[src/rtl/adc_frame_pkg.sv]
package adc_frame_pkg;

  // Frame composition (sample width comes from the top parameter)
  localparam int unsigned HDR_BITS  = 3;
  localparam int unsigned CHAN_BITS = 1;
  localparam int unsigned SUB_BITS  = 2;

  typedef enum logic [1:0] {
    PH_IDLE  = 2'd0,  // deselected
    PH_ARMED = 2'd1,  // selected, no serial-clock fall yet
    PH_SHIFT = 2'd2,  // frame bits going out
    PH_PAD   = 2'd3   // frame done, zeros going out
  } phase_e;

endpackage

[src/rtl/adc_pin_sync.sv]
module adc_pin_sync #(
  parameter int unsigned STAGES  = 2,
  parameter logic        RST_VAL = 1'b0
) (
  input  logic clk,
  input  logic rst_n,
  input  logic pin_i,
  output logic level_o,
  output logic rise_o,
  output logic fall_o
);

  logic [STAGES-1:0] chain_q;
  logic [STAGES-1:0] chain_d;
  logic              prev_q;

  always_comb begin
    chain_d = {chain_q[STAGES-2:0], pin_i};
  end

  always_ff @(posedge clk or negedge rst_n) begin
    if (!rst_n) begin
      chain_q <= {STAGES{RST_VAL}};
      prev_q  <= RST_VAL;
    end else begin
      chain_q <= chain_d;
      prev_q  <= chain_q[STAGES-1];
    end
  end

  assign level_o = chain_q[STAGES-1];
  assign rise_o  = chain_q[STAGES-1] & ~prev_q;
  assign fall_o  = ~chain_q[STAGES-1] & prev_q;

endmodule

[src/rtl/adc_frame_ctrl.sv]
module adc_frame_ctrl
  import adc_frame_pkg::*;
#(
  parameter int unsigned FRAME_W = 16,
  parameter int unsigned CNT_W   = $clog2(FRAME_W + 1)
) (
  input  logic             clk,
  input  logic             rst_n,
  input  logic             cs_n_lvl_i,
  input  logic             cs_fall_i,
  input  logic             sck_fall_i,
  output logic             load_o,
  output logic             shift_o,
  output logic             clear_o,
  output logic             oe_o,
  output logic [CNT_W-1:0] bit_cnt_o,
  output phase_e           phase_o
);

  localparam logic [CNT_W-1:0] CNT_END = CNT_W'(FRAME_W);

  phase_e           phase_q, phase_d;
  logic [CNT_W-1:0] cnt_q, cnt_d;
  logic             upd_en;

  always_comb begin
    phase_d = phase_q;
    cnt_d   = cnt_q;
    load_o  = 1'b0;
    shift_o = 1'b0;
    clear_o = 1'b0;
    if (cs_n_lvl_i) begin
      phase_d = PH_IDLE;
      cnt_d   = '0;
      clear_o = 1'b1;
    end else if (cs_fall_i) begin
      phase_d = PH_ARMED;
      cnt_d   = '0;
      load_o  = 1'b1;
    end else if (sck_fall_i && (phase_q != PH_IDLE)) begin
      shift_o = 1'b1;
      if (cnt_q != CNT_END) begin
        cnt_d = cnt_q + 1'b1;
      end
      phase_d = (cnt_d == CNT_END) ? PH_PAD : PH_SHIFT;
    end
    upd_en = clear_o | load_o | shift_o;
  end

  always_ff @(posedge clk or negedge rst_n) begin
    if (!rst_n) begin
      phase_q <= PH_IDLE;
      cnt_q   <= '0;
    end else if (upd_en) begin
      phase_q <= phase_d;
      cnt_q   <= cnt_d;
    end
  end

  assign oe_o      = (phase_q != PH_IDLE);
  assign bit_cnt_o = cnt_q;
  assign phase_o   = phase_q;

endmodule

[src/rtl/adc_frame_shift.sv]
module adc_frame_shift
  import adc_frame_pkg::*;
#(
  parameter int unsigned DATA_W  = 10,
  parameter int unsigned FRAME_W = HDR_BITS + CHAN_BITS + DATA_W + SUB_BITS
) (
  input  logic                clk,
  input  logic                rst_n,
  input  logic                load_i,
  input  logic                shift_i,
  input  logic                clear_i,
  input  logic [DATA_W-1:0]   sample_i,
  input  logic                chan_i,
  input  logic [SUB_BITS-1:0] sub_i,
  output logic                sdo_o
);

  logic [FRAME_W-1:0] frame_q, frame_d;
  logic               sdo_q, sdo_d;
  logic               upd_en;

  always_comb begin
    frame_d = frame_q;
    sdo_d   = sdo_q;
    if (clear_i) begin
      frame_d = '0;
      sdo_d   = 1'b0;
    end else if (load_i) begin
      frame_d = {{HDR_BITS{1'b1}}, chan_i, sample_i, sub_i};
      sdo_d   = 1'b0;
    end else if (shift_i) begin
      sdo_d   = frame_q[FRAME_W-1];
      frame_d = {frame_q[FRAME_W-2:0], 1'b0};
    end
    upd_en = clear_i | load_i | shift_i;
  end

  always_ff @(posedge clk or negedge rst_n) begin
    if (!rst_n) begin
      frame_q <= '0;
      sdo_q   <= 1'b0;
    end else if (upd_en) begin
      frame_q <= frame_d;
      sdo_q   <= sdo_d;
    end
  end

  assign sdo_o = sdo_q;

endmodule

[src/rtl/adc_frame_tx.sv]
module adc_frame_tx
  import adc_frame_pkg::*;
#(
  parameter int unsigned DATA_W      = 10,
  parameter int unsigned SYNC_STAGES = 2
) (
  input  logic                clk,
  input  logic                rst_n,
  input  logic                cs_n_i,
  input  logic                sclk_i,
  input  logic [DATA_W-1:0]   sample_i,
  input  logic                chan_i,
  input  logic [SUB_BITS-1:0] sub_i,
  output logic                sdo_o,
  output logic                sdo_oe_o
);

  localparam int unsigned FRAME_W = HDR_BITS + CHAN_BITS + DATA_W + SUB_BITS;
  localparam int unsigned CNT_W   = $clog2(FRAME_W + 1);

  logic             cs_n_s, cs_rise, cs_fall;
  logic             sck_s, sck_rise, sck_fall;
  logic             load, shift, clear;
  logic [CNT_W-1:0] bit_cnt;
  phase_e           phase;

  adc_pin_sync #(.STAGES(SYNC_STAGES), .RST_VAL(1'b1)) u_cs_sync (
    .clk(clk), .rst_n(rst_n), .pin_i(cs_n_i),
    .level_o(cs_n_s), .rise_o(cs_rise), .fall_o(cs_fall)
  );

  adc_pin_sync #(.STAGES(SYNC_STAGES), .RST_VAL(1'b0)) u_sck_sync (
    .clk(clk), .rst_n(rst_n), .pin_i(sclk_i),
    .level_o(sck_s), .rise_o(sck_rise), .fall_o(sck_fall)
  );

  adc_frame_ctrl #(.FRAME_W(FRAME_W), .CNT_W(CNT_W)) u_ctrl (
    .clk(clk), .rst_n(rst_n),
    .cs_n_lvl_i(cs_n_s), .cs_fall_i(cs_fall), .sck_fall_i(sck_fall),
    .load_o(load), .shift_o(shift), .clear_o(clear), .oe_o(sdo_oe_o),
    .bit_cnt_o(bit_cnt), .phase_o(phase)
  );

  adc_frame_shift #(.DATA_W(DATA_W), .FRAME_W(FRAME_W)) u_shift (
    .clk(clk), .rst_n(rst_n),
    .load_i(load), .shift_i(shift), .clear_i(clear),
    .sample_i(sample_i), .chan_i(chan_i), .sub_i(sub_i),
    .sdo_o(sdo_o)
  );

endmodule

[config.mk]
export PLATFORM = sky130hd
export DESIGN_NAME = adc_frame_tx
export DESIGN_NICKNAME = d
export VERILOG_FILES = /design/src/rtl/adc_frame_pkg.sv /design/src/rtl/adc_pin_sync.sv /design/src/rtl/adc_frame_ctrl.sv /design/src/rtl/adc_frame_shift.sv /design/src/rtl/adc_frame_tx.sv
export SDC_FILE = /design/constraint.sdc
export NUM_CORES = 1
export LEC_CHECK = 0
export BUFFER_PORTS_ARGS = -buffer_cell sky130_fd_sc_hd__buf_2
export CAP_MARGIN = 40
export CELL_PAD_IN_SITES_DETAIL_PLACEMENT = 0
export CELL_PAD_IN_SITES_GLOBAL_PLACEMENT = 1
export CORE_UTILIZATION = 46
export CTS_CLUSTER_DIAMETER = 120
export DETAILED_ROUTE_END_ITERATION = 10
export GPL_ROUTABILITY_DRIVEN = 1
export PLACE_DENSITY = 0.92
export SETUP_SLACK_MARGIN = 0.15
export SYNTH_ARGS = -nofsm -noshare
export SYNTH_HDL_FRONTEND = slang
export SYNTH_SLANG_ARGS = --single-unit
[constraint.sdc]
create_clock -name clk -period 3 [get_ports clk]
set_input_delay 0.15 -clock clk [delete_from_list [all_inputs] [get_ports clk]]
set_output_delay 0.15 -clock clk [all_outputs]
set_load 0.01 [all_outputs]
==> run summary <==
Outcome - complete, no violations
Hold Worst Slack - 49.18 ps
CP Class - reg2reg
Final global-route overflow total - 0
# DRC - 0
Cell Count, Final, Fillers Out - 198
Largest net degree at the start of global routing - 31
Final RePlAce weighted congestion - 0.8284
P_sw - 0.2061 mW
Fmax - 0.5970 GHz
# H-tree levels - 2
Via-to-Cell Ratio - 5.561
Post-CTS Hold Fix Bufs - 3
Max-slew headroom - 57.06%
CTS resizes - 0
Post-route ant nets - 0
Post-DP HPWL - 1782 um
Initial Util - 49.60%
Total power draw - 0.8360 mW
Worst-Skew Late Latency - 340 ps
Clock share of power - 38.9%
Number of setup buffers added after CTS - 0
Total track usage - 19.99%
I/O Buffers - 18
Peak VDD IR - 0.2830 mV
Static Leakage - 0.6836 nW
Final Net Count - 185
Synth top area cells - dfrtp_1, nand2_1, a311oi_1
Max-cap violations - 0
Register share of total power - 52.9%
Syn avg cell area - 9.595 um2
Cell area power density - 526.1 nW/um2
Die area - 3248 um2
Post-route minimum period - 1675 ps
Die height - 57.00 um
Synthesized area - 1391 um2
Post-DR wirelength/cell - 14.18 um
Area share of the leading cell type in the synthesized netlist - 48.56%
Vias in the first global route - 1045
Via count - 1101
Comb pwr share - 8.2%
Fin. Hold Viols - 0
Unique masters post-synth - 31
CTS Sinks - 30
RSZ-0062 raised after global routing - no
Initial antenna violation count - 0
Crit Path Max Fanout - 6
Setup TNS - 0 ps
EDFF count, synth - 0
Worst hold path class - in2reg
N_diodes - 0
Clock tree from TritonCTS - built
Clock skew - 14.27 ps
I/O pins - 19
Final Setup Violations - 0
Final Cycle Share - 55.84%
Req. time, crit path - 3260 ps
Net Sw Frac - 24.66%
Commonest non-fill, non-tap cells in the layout - nand2_1, dfrtp_1, nor2_1, buf_2, a311oi_1
Die W - 57.00 um
DR iter-0 viols - 22
Commonest non-fill, non-tap cell in the layout - nand2_1
CP endpoint kind - flip-flop
Clk buf depth - 2
Share of layout cells above drive strength 1 - 20.96%
Worst setup SP type - flip-flop
Post-Synthesis Cells - 145
Slew Limit Fails - 0
Clk pin slew, worst setup/hold paths - 100 ps
Post-synthesis register bit count - 30
Async SR Flop Fraction - 100.0%
Area Overhead vs Synth - 14.21%
Core ar. - 2805 um2
Worst slew pin tran - 644.1 ps
Syn. warnings - 0
Worst endpoint data arrival time - 1940 ps
Synth area leader - dfrtp_1
Detailed-router iteration count before antenna repair - 4
Root Buffer - clkbuf_4
FP Rows - 19
First-pass GRT wire length - 4823 um
Total Wirelength - 2807 um
Syn nets - 164
Sequential element share of the synthesized area - 54.23%
Cells after DPL - 187
CTS buffer count - 5
Internal Power - 0.6298 mW
Dominant synthesized flop cell - dfrtp_1
cells by family after synthesis:
family                   synth area share [%]
XOR/XNOR                                2.518
AND/OR/NAND/NOR                         25.72
buffers and inverters                   4.137
flip-flops                              54.23
adder cells (fa/ha/maj)                 1.798
AO/OA/AOI/OAI                           11.60
critical path: stages (launching register included):
cell      delay, ps
dfrtp_1         460
inv_1           110
ha_1            170
and4bb_1        230
nor2_1           40
or4_1           410
o22ai_1         180
layer usage:
layer	share of wire [%]	track usage, %	vias up
met3	5.6	6.576	4
met2	46	28.07	37
met4	1.4	10.45	0
li1	-	-	542
met5	0	0	-
met1	47	27.73	518
power by group through the flow:
stage,sequential [mW],combinational [mW],clock (mW)
CTS,0.442,0.0702,0.334
finish,0.442,0.0688,0.325
global route,0.446,0.0790,0.349
floorplan,0.443,0.0464,0
global placement,0.449,0.0651,0
detailed placement,0.450,0.0666,0
worst paths after layout:
path                                             from               endpoint  slack (ps)  cells after the start
min in group asynchronous                       rst_n     u_shift.frame_q[8]         360                      2
max in group asynchronous                       rst_n     u_shift.frame_q[2]        2210                      2
worst min-delay path                         sub_i[0]     u_shift.frame_q[0]          50                      3
worst min register to register  u_sck_sync.chain_q[0]  u_sck_sync.chain_q[1]         360                      0
worst max register to register    u_ctrl.bit_cnt_o[0]      u_ctrl.phase_o[0]        1320                      6
worst max-delay path              u_ctrl.bit_cnt_o[0]      u_ctrl.phase_o[0]        1320                      6
area by class of cell:
type | instances | area, um2
clock buffer | 6 | 41.29
clock inverter | 2 | 37.54
fill | 255 | 1216
inverter | 4 | 17.52
multi-input combinational | 104 | 579.3
sequential | 30 | 754.5
tap | 31 | 38.79
timing repair buffer | 21 | 120.1
synthesized netlist by cell type, types with 3 or more instances:
master / instances
dfstp_2: 3
xnor2_1: 4
nor3_1: 3
a311oi_1: 12
dfrtp_1: 27
a21oi_1: 5
nand2_1: 39
a31oi_1: 3
nand3_1: 3
nor2_1: 18
sequential cells by signal, indices dropped and copies added, names as in the netlist:
register and flops:
u_cs_sync.chain_q 2, u_cs_sync.prev_q 1, u_ctrl.bit_cnt_o 5, u_ctrl.phase_o 2, u_sck_sync.chain_q 2, u_sck_sync.prev_q 1, u_shift.frame_q 16, u_shift.sdo_o 1
through the flow:
stage,area [um2],util (%),setup slack (ps)
after global routing,1589,56.65,1273
after global placement,1480,52.77,1468
after floorplan,1391,-,1503
after CTS,1589,56.65,1351
after detailed placement,1480,52.77,1376
final,1589,56.65,1325
No activity file was read; power rests on OpenSTA's default activity.
